--- src/rtl/pp_pkg.sv ---
`timescale 1ns/1ps
package pp_pkg;

  localparam int unsigned N_SRC = 5;

  typedef enum logic [3:0] {
    TSEL_DISC_A = 4'd0,
    TSEL_DISC_B = 4'd1,
    TSEL_COINC  = 4'd2,
    TSEL_ANTI   = 4'd3,
    TSEL_EXT    = 4'd4
  } tsel_e;

  // one-shot: loads only from idle on an edge, otherwise counts down
  function automatic int unsigned os_next(int unsigned cur, logic hit, int unsigned width);
    if (cur == 0 && hit) return width;
    if (cur != 0) return cur - 1;
    return 0;
  endfunction

  // stretcher: every trigger cycle reloads the full width
  function automatic int unsigned st_next(int unsigned cur, logic trig, int unsigned width);
    if (trig) return width;
    if (cur != 0) return cur - 1;
    return 0;
  endfunction

  // selector: legal codes index the source vector, others give 0
  function automatic logic sel_pick(logic [3:0] sel, logic [N_SRC-1:0] src);
    if (sel < 4'(N_SRC)) return src[sel[2:0]];
    return 1'b0;
  endfunction

endpackage

--- src/rtl/pp_sync.sv ---
`timescale 1ns/1ps
module pp_sync #(
  parameter int unsigned STAGES = 2
) (
  input  logic clk,
  input  logic rst_n,
  input  logic d,
  output logic q
);
  logic [STAGES-1:0] chain_q;

  generate
    if (STAGES == 1) begin : g_one
      always_ff @(posedge clk or negedge rst_n) begin
        if (!rst_n) chain_q <= '0;
        else        chain_q <= d;
      end
    end else begin : g_many
      always_ff @(posedge clk or negedge rst_n) begin
        if (!rst_n) chain_q <= '0;
        else        chain_q <= {chain_q[STAGES-2:0], d};
      end
    end
  endgenerate

  assign q = chain_q[STAGES-1];
endmodule

--- src/rtl/pp_oneshot.sv ---
`timescale 1ns/1ps
module pp_oneshot #(
  parameter int unsigned WIDTH = 10
) (
  input  logic clk,
  input  logic rst_n,
  input  logic lvl,
  output logic pulse,
  output logic rise
);
  localparam int unsigned CW = $clog2(WIDTH + 1);

  logic          lvl_q;
  logic [CW-1:0] cnt_q;

  assign rise  = lvl & ~lvl_q;
  assign pulse = (cnt_q != '0);

  always_ff @(posedge clk or negedge rst_n) begin
    if (!rst_n) begin
      lvl_q <= 1'b0;
      cnt_q <= '0;
    end else begin
      lvl_q <= lvl;
      cnt_q <= CW'(pp_pkg::os_next(32'(cnt_q), rise, WIDTH));
    end
  end

  // an edge from idle starts a full-width pulse
  a_r2_start_full: assert property (@(posedge clk) disable iff (!rst_n)
    (rise && !pulse) |=> (cnt_q == CW'(WIDTH)));

  // while active, edges do not reload; count strictly falls
  a_r3_no_retrigger: assert property (@(posedge clk) disable iff (!rst_n)
    (pulse && cnt_q != CW'(1)) |=> (pulse && cnt_q == $past(cnt_q) - CW'(1)));

  a_r2_bounded: assert property (@(posedge clk) disable iff (!rst_n)
    cnt_q <= CW'(WIDTH));
endmodule

--- src/rtl/pp_stretch.sv ---
`timescale 1ns/1ps
module pp_stretch #(
  parameter int unsigned WIDTH = 100
) (
  input  logic clk,
  input  logic rst_n,
  input  logic trig,
  output logic out
);
  localparam int unsigned CW = $clog2(WIDTH + 1);

  logic [CW-1:0] cnt_q;

  assign out = (cnt_q != '0);

  always_ff @(posedge clk or negedge rst_n) begin
    if (!rst_n) cnt_q <= '0;
    else        cnt_q <= CW'(pp_pkg::st_next(32'(cnt_q), trig, WIDTH));
  end

  // any trigger reloads to the full width
  a_r6_reload: assert property (@(posedge clk) disable iff (!rst_n)
    trig |=> (out && cnt_q == CW'(WIDTH)));

  // without a trigger the output only decays
  a_r6_decay: assert property (@(posedge clk) disable iff (!rst_n)
    (!trig && out) |=> (cnt_q == $past(cnt_q) - CW'(1)));

  a_r6_quiet: assert property (@(posedge clk) disable iff (!rst_n)
    (!trig && !out) |=> !out);
endmodule

--- src/rtl/pp_tsel_mux.sv ---
`timescale 1ns/1ps
module pp_tsel_mux (
  input  logic                    clk,
  input  logic                    rst_n,
  input  logic [3:0]              sel,
  input  logic [pp_pkg::N_SRC-1:0] src,
  output logic                    tout
);
  logic tout_q;

  always_ff @(posedge clk or negedge rst_n) begin
    if (!rst_n) tout_q <= 1'b0;
    else        tout_q <= pp_pkg::sel_pick(sel, src);
  end

  assign tout = tout_q;

  // each legal code routes its source with one register of delay
  generate
    for (genvar i = 0; i < int'(pp_pkg::N_SRC); i++) begin : g_route_chk
      a_r8_route: assert property (@(posedge clk) disable iff (!rst_n)
        (sel == 4'(i)) |=> (tout == $past(src[i])));
    end
  endgenerate

  // unused codes hold the output low
  a_r9_unused_low: assert property (@(posedge clk) disable iff (!rst_n)
    (sel >= 4'(pp_pkg::N_SRC)) |=> !tout);
endmodule

--- src/rtl/coinc_pulse_proc.sv ---
`timescale 1ns/1ps
module coinc_pulse_proc #(
  parameter int unsigned SHAPE_CYC   = 10,
  parameter int unsigned EVT_CYC     = 100,
  parameter int unsigned LED_CYC     = 10_000_000,
  parameter int unsigned SYNC_STAGES = 2
) (
  input  logic       clk,
  input  logic       rst_n,
  input  logic [1:0] det_in,
  input  logic       tp_in,
  input  logic [3:0] tsel,
  output logic [1:0] disc_out,
  output logic       coinc_out,
  output logic       anti_out,
  output logic [1:0] led_out,
  output logic       time_out
);
  localparam int unsigned N_CH = 2;

  logic [N_CH-1:0] det_s;
  logic [N_CH-1:0] shaped;
  logic [N_CH-1:0] edge_seen;
  logic            both_on;
  logic            one_on;
  logic            tp_s;
  logic [pp_pkg::N_SRC-1:0] tsrc;

  generate
    for (genvar c = 0; c < int'(N_CH); c++) begin : g_ch
      pp_sync #(.STAGES(SYNC_STAGES)) u_sync (
        .clk(clk), .rst_n(rst_n), .d(det_in[c]), .q(det_s[c]));

      pp_oneshot #(.WIDTH(SHAPE_CYC)) u_shape (
        .clk(clk), .rst_n(rst_n), .lvl(det_s[c]),
        .pulse(shaped[c]), .rise(edge_seen[c]));

      pp_stretch #(.WIDTH(LED_CYC)) u_led (
        .clk(clk), .rst_n(rst_n), .trig(shaped[c]), .out(led_out[c]));

      // indicator follows its shaped pulse one clock later
      a_r7_led_follows: assert property (@(posedge clk) disable iff (!rst_n)
        shaped[c] |=> led_out[c]);
    end
  endgenerate

  assign both_on = shaped[0] & shaped[1];
  assign one_on  = shaped[0] ^ shaped[1];

  pp_stretch #(.WIDTH(EVT_CYC)) u_coinc (
    .clk(clk), .rst_n(rst_n), .trig(both_on), .out(coinc_out));

  pp_stretch #(.WIDTH(EVT_CYC)) u_anti (
    .clk(clk), .rst_n(rst_n), .trig(one_on), .out(anti_out));

  pp_sync #(.STAGES(SYNC_STAGES)) u_tp_sync (
    .clk(clk), .rst_n(rst_n), .d(tp_in), .q(tp_s));

  assign tsrc[pp_pkg::TSEL_DISC_A] = shaped[0];
  assign tsrc[pp_pkg::TSEL_DISC_B] = shaped[1];
  assign tsrc[pp_pkg::TSEL_COINC]  = coinc_out;
  assign tsrc[pp_pkg::TSEL_ANTI]   = anti_out;
  assign tsrc[pp_pkg::TSEL_EXT]    = tp_s;

  pp_tsel_mux u_tsel (
    .clk(clk), .rst_n(rst_n), .sel(tsel), .src(tsrc), .tout(time_out));

  assign disc_out = shaped;

  // overlap of both shaped pulses raises the coincidence output
  a_r4_coinc: assert property (@(posedge clk) disable iff (!rst_n)
    both_on |=> coinc_out);

  // exactly one shaped pulse raises the anti-coincidence output
  a_r5_anti: assert property (@(posedge clk) disable iff (!rst_n)
    one_on |=> anti_out);

  // no coincidence output can start without an overlap
  a_r4_no_spurious: assert property (@(posedge clk) disable iff (!rst_n)
    (!coinc_out && !both_on) |=> !coinc_out);

  // immediately after reset release everything is quiet
  a_r1_reset_quiet: assert property (@(posedge clk)
    !rst_n |=> (!coinc_out && !anti_out && disc_out == 2'b00));
endmodule

--- config.mk ---
export PLATFORM = sky130hd
export DESIGN_NAME = coinc_pulse_proc
export DESIGN_NICKNAME = d
export VERILOG_FILES = /design/src/rtl/pp_pkg.sv /design/src/rtl/pp_sync.sv /design/src/rtl/pp_oneshot.sv /design/src/rtl/pp_stretch.sv /design/src/rtl/pp_tsel_mux.sv /design/src/rtl/coinc_pulse_proc.sv
export SDC_FILE = /design/constraint.sdc
export NUM_CORES = 1
export LEC_CHECK = 0
export BUFFER_PORTS_ARGS = -buffer_cell sky130_fd_sc_hd__buf_4
export CORE_MARGIN = 10
export CORE_UTILIZATION = 30
export DETAILED_ROUTE_END_ITERATION = 8
export HOLD_SLACK_MARGIN = 0.02
export SLEW_MARGIN = 20
export SYNTH_ARGS = -nofsm -noshare
export SYNTH_HDL_FRONTEND = slang
export SYNTH_SLANG_ARGS = --single-unit
--- constraint.sdc ---
create_clock -name clk -period 3.01 [get_ports clk]
set_clock_uncertainty 0.2 [all_clocks]
set_input_delay 0.301 -clock clk [delete_from_list [all_inputs] [get_ports clk]]
set_output_delay 0.301 -clock clk [all_outputs]
set_load 0.1 [all_outputs]
==> results.sh <==
export IMPL_slowest_delay_ps=560
export IMPL_max_clock_freq_mhz=354
export IMPL_antenna_cells=0
export IMPL_mappedNetlistNets=412
export IMPL_mostFrequentLayoutCell="dfrtp_1"
export IMPL_data_arrival_time_at_the_worst_slack_endpoint_ps=2320
export IMPL_finalWorstPathRequiredPeriod_ps=2830
export IMPL_top_layer="met4"
export IMPL_worst_setup_hold_path_clk_slew_ps=60
export IMPL_synth_ff_type="dfrtp_1"
export IMPL_worstPathBufferInverterCount=2
export IMPL_synth_edff_count=0
export IMPL_rows=41
export IMPL_postCtsResizedCells=0
export IMPL_chipWidth_um=134
export IMPL_mappedNetlistArea_sq_mm=0.00388
export IMPL_timing_hold_violations_final=0
export IMPL_switching_share=0.351
export IMPL_share_seq_of_total_power=0.370
export IMPL_worstPathRequired_ps=2510
export IMPL_drt_vias_per_instance=4.97
export IMPL_synthesis_yosys_warnings=0
export IMPL_p_leak_uw=0.00182
export IMPL_die_area_sq_mm=0.0179
export IMPL_netSwitchingPower_uw=1380
export IMPL_final_util=0.364
export IMPL_distinct_cells_synth=42
export IMPL_comb_power_share=0.344
export IMPL_met3WireLength_um=260
export IMPL_cts_root_buffer_cell="clkbuf_16"
export IMPL_drcViolationCount=0
export IMPL_status="finished, final reports clean"
export IMPL_cts_buffers_inserted=9
export IMPL_post_cts_buffers=0
export IMPL_critical_path_slowest_cell="or4_4"
export IMPL_grtUsageTotal=0.0946
export IMPL_layout_worst_path_cycle_share=0.939
export IMPL_maxCapViolCount=0
export IMPL_die_height_um=134
export IMPL_syn_instance_count=390
export IMPL_io_pins=16
export IMPL_flow_area_growth_from_synthesis_pct=18.6
export IMPL_worst_slew_pin_transition_ps=760
export IMPL_syn_area_cell_sq_um=9.94
export IMPL_ctsLongestPathBuffers=2
export IMPL_grt_pass1_wl_mm=14.0
export IMPL_grt_pass1_vias=2941
export IMPL_io_buffer_count=15
export IMPL_ir_drop_uv=410
export IMPL_grt_max_degree=80
export IMPL_met2_routed_wl_mm=3.91
export IMPL_drt_total_wl_mm=7.92
export IMPL_timing_critical_path_to_type="output port"
export IMPL_yosysSeqAreaShare=0.510
export IMPL_timing_slew_headroom=0.489
export IMPL_place_congestion=0.794
export IMPL_cp_start_kind="flop"
export IMPL_timing_critical_path_mode_cell="or4_4"
export IMPL_aggregate_negative_setup_slack_ps=0
export IMPL_final_antenna_net_count=0
export IMPL_globalRoute_totalOverflow=0
export IMPL_critical_path_peak_fanout=5
export IMPL_worstSetupPathType="reg -> out"
export IMPL_number_of_antenna_violations_at_the_first_check_in_global_routing=0
export IMPL_routedLengthMet1_mm=3.68
export IMPL_fillers=1287
export IMPL_clock_h_tree_levels=3
export IMPL_ctsHoldBuffers=6
export IMPL_postSynth_asyncResetShare=1.00
export IMPL_timing_final_max_slew_violations=0
export IMPL_cellInternalPower_uw=2550
export IMPL_nNetsFinal=442
export IMPL_firstDrtPassIters=4
export IMPL_final_cell_mix="79 x dfrtp_1, 46 x nor2_1, 25 x buf_4"
export IMPL_critical_path_top_delay_family="simple AND/OR/NAND/NOR gates"
export IMPL_ratio_of_cells_with_drive_above_1_in_the_final_layout=0.115
export IMPL_clk_latency_ps=340
export IMPL_wire_per_inst_um=13.3
export IMPL_setup_viol_count_final=0
export IMPL_critical_path_cell_chain="or4_4, or4_4, nor2_1, inv_1, buf_4"
export IMPL_cts_sinks=79
export IMPL_power_density_mw_per_mm2=855
export IMPL_class_of_the_tightest_hold_or_removal_check="reg -> reg"
export IMPL_grt_setup_unrepaired="false"
export IMPL_vias=2969
export IMPL_dp_hpwl_mm=5.34
export IMPL_synth_seq_cells=79
export IMPL_power_clock_fraction=0.287
export IMPL_core_area_sq_mm=0.0126
export IMPL_clock_tree_from_tritoncts="built"
export IMPL_starting_density=0.307
export IMPL_iteration_0_drc_count_of_the_detailed_router=164
==> logic make-up (layout without fill, tap and decap cells) <==
logic type	count (synthesis)	in the layout	share of synthesized area
AO/OA/AOI/OAI	70	70	0.109
adder cells (fa/ha/maj)	13	13	0.0420
XOR/XNOR	34	34	0.0768
multiplexers	1	1	0.00258
flip-flops	79	79	0.510
buffers and inverters	33	68	0.0362
AND/OR/NAND/NOR	160	160	0.223
==> worst reg2reg max path: stages, from the launching register on <==
cell and delay, ps:
dfrtp_1 410, inv_1 90, ha_1 180, nor3b_1 270, inv_1 240, nor2_1 140, a211oi_1 60, o31a_1 280
dlygate4sd3_1 560
==> path summary, 6_finish.rpt <==
check | from | to | slack (ps) | depth (start not counted)
max in group asynchronous | rst_n | g_ch[0].u_shape.lvl_q | 1750 | 2
min in group asynchronous | rst_n | g_ch[0].u_led.cnt_q[3] | 360 | 2
worst max register to register | g_ch[0].u_shape.cnt_q[0] | u_tsel.tout | 450 | 8
worst max-delay path | g_ch[0].u_led.cnt_q[14] | led_out[0] | 180 | 5
worst min register to register | u_tp_sync.chain_q[0] | u_tp_sync.chain_q[1] | 150 | 0
worst min-delay path | u_tp_sync.chain_q[0] | u_tp_sync.chain_q[1] | 150 | 0
==> flip-flops by register name, summed over array words and instances (netlist names) <==
name	flops
g_ch.u_sync.chain_q	4
g_ch.u_shape.lvl_q	2
u_tsel.tout	1
g_ch.u_shape.cnt_q	8
u_coinc.cnt_q	7
u_tp_sync.chain_q	2
g_ch.u_led.cnt_q	48
u_anti.cnt_q	7
==> cell usage after synthesis (4+ instances only) <==
| cell type | count | area, sq um |
|---|---|---|
| nor3b_1 | 6 | 45.0 |
| nand2_1 | 13 | 48.8 |
| nor4_1 | 10 | 62.6 |
| or3_1 | 8 | 50.1 |
| xor2_1 | 19 | 166 |
| o31ai_1 | 12 | 90.1 |
| nand4_1 | 8 | 50.1 |
| o21ai_0 | 18 | 90.1 |
| clkbuf_1 | 8 | 30.0 |
| inv_1 | 20 | 75.1 |
| xnor2_1 | 15 | 131 |
| a31oi_1 | 5 | 31.3 |
| a21oi_1 | 21 | 105 |
| buf_4 | 4 | 30.0 |
| ha_1 | 13 | 163 |
| or4_1 | 14 | 105 |
| dfrtp_1 | 79 | 1980 |
| nor3_1 | 24 | 120 |
| nor2_1 | 46 | 173 |
| nand3_1 | 10 | 50.1 |
==> per-layer routing <==
metal / global-route usage / vias up
met3: 0.0357 / 8
li1: - / 1445
met4: 0.0308 / 0
met1: 0.116 / 1480
met5: 0 / -
met2: 0.150 / 36
==> through the flow <==
step | instance area (sq um) | instances | worst slack, ps | hold WS [ps] | total power (uW)
floorplan | 3880 | 390 | 615 | -195 | 2440
global placement | 4220 | 575 | 551 | 134 | 2770
detailed placement | 4220 | 575 | 475 | 140 | 2810
CTS | 4590 | 597 | 163 | 155 | 3980
global route | 4600 | 597 | 35.7 | 166 | 4230
finish | 4600 | 597 | 184 | 152 | 3930
==> layout make-up <==
class | count | area, sq um | share of cell area
inverter | 20 | 75.1 | 0.0163
tap | 172 | 215 | 0.0468
clock buffer | 13 | 270 | 0.0588
timing repair buffer | 32 | 259 | 0.0564
sequential | 79 | 1980 | 0.430
multi-input combinational | 278 | 1760 | 0.383
clock inverter | 3 | 40.0 | 0.00871
==> power groups by stage <==
stage               Sequential [uW]  Clock [uW]  Combinational [uW]
floorplan                      1430           0                1010
global placement               1460           0                1320
detailed placement             1470           0                1350
CTS                            1450        1160                1370
global route                   1480        1210                1540
finish                         1450        1130                1350
Note: power is estimated with default switching activity, not from simulation.
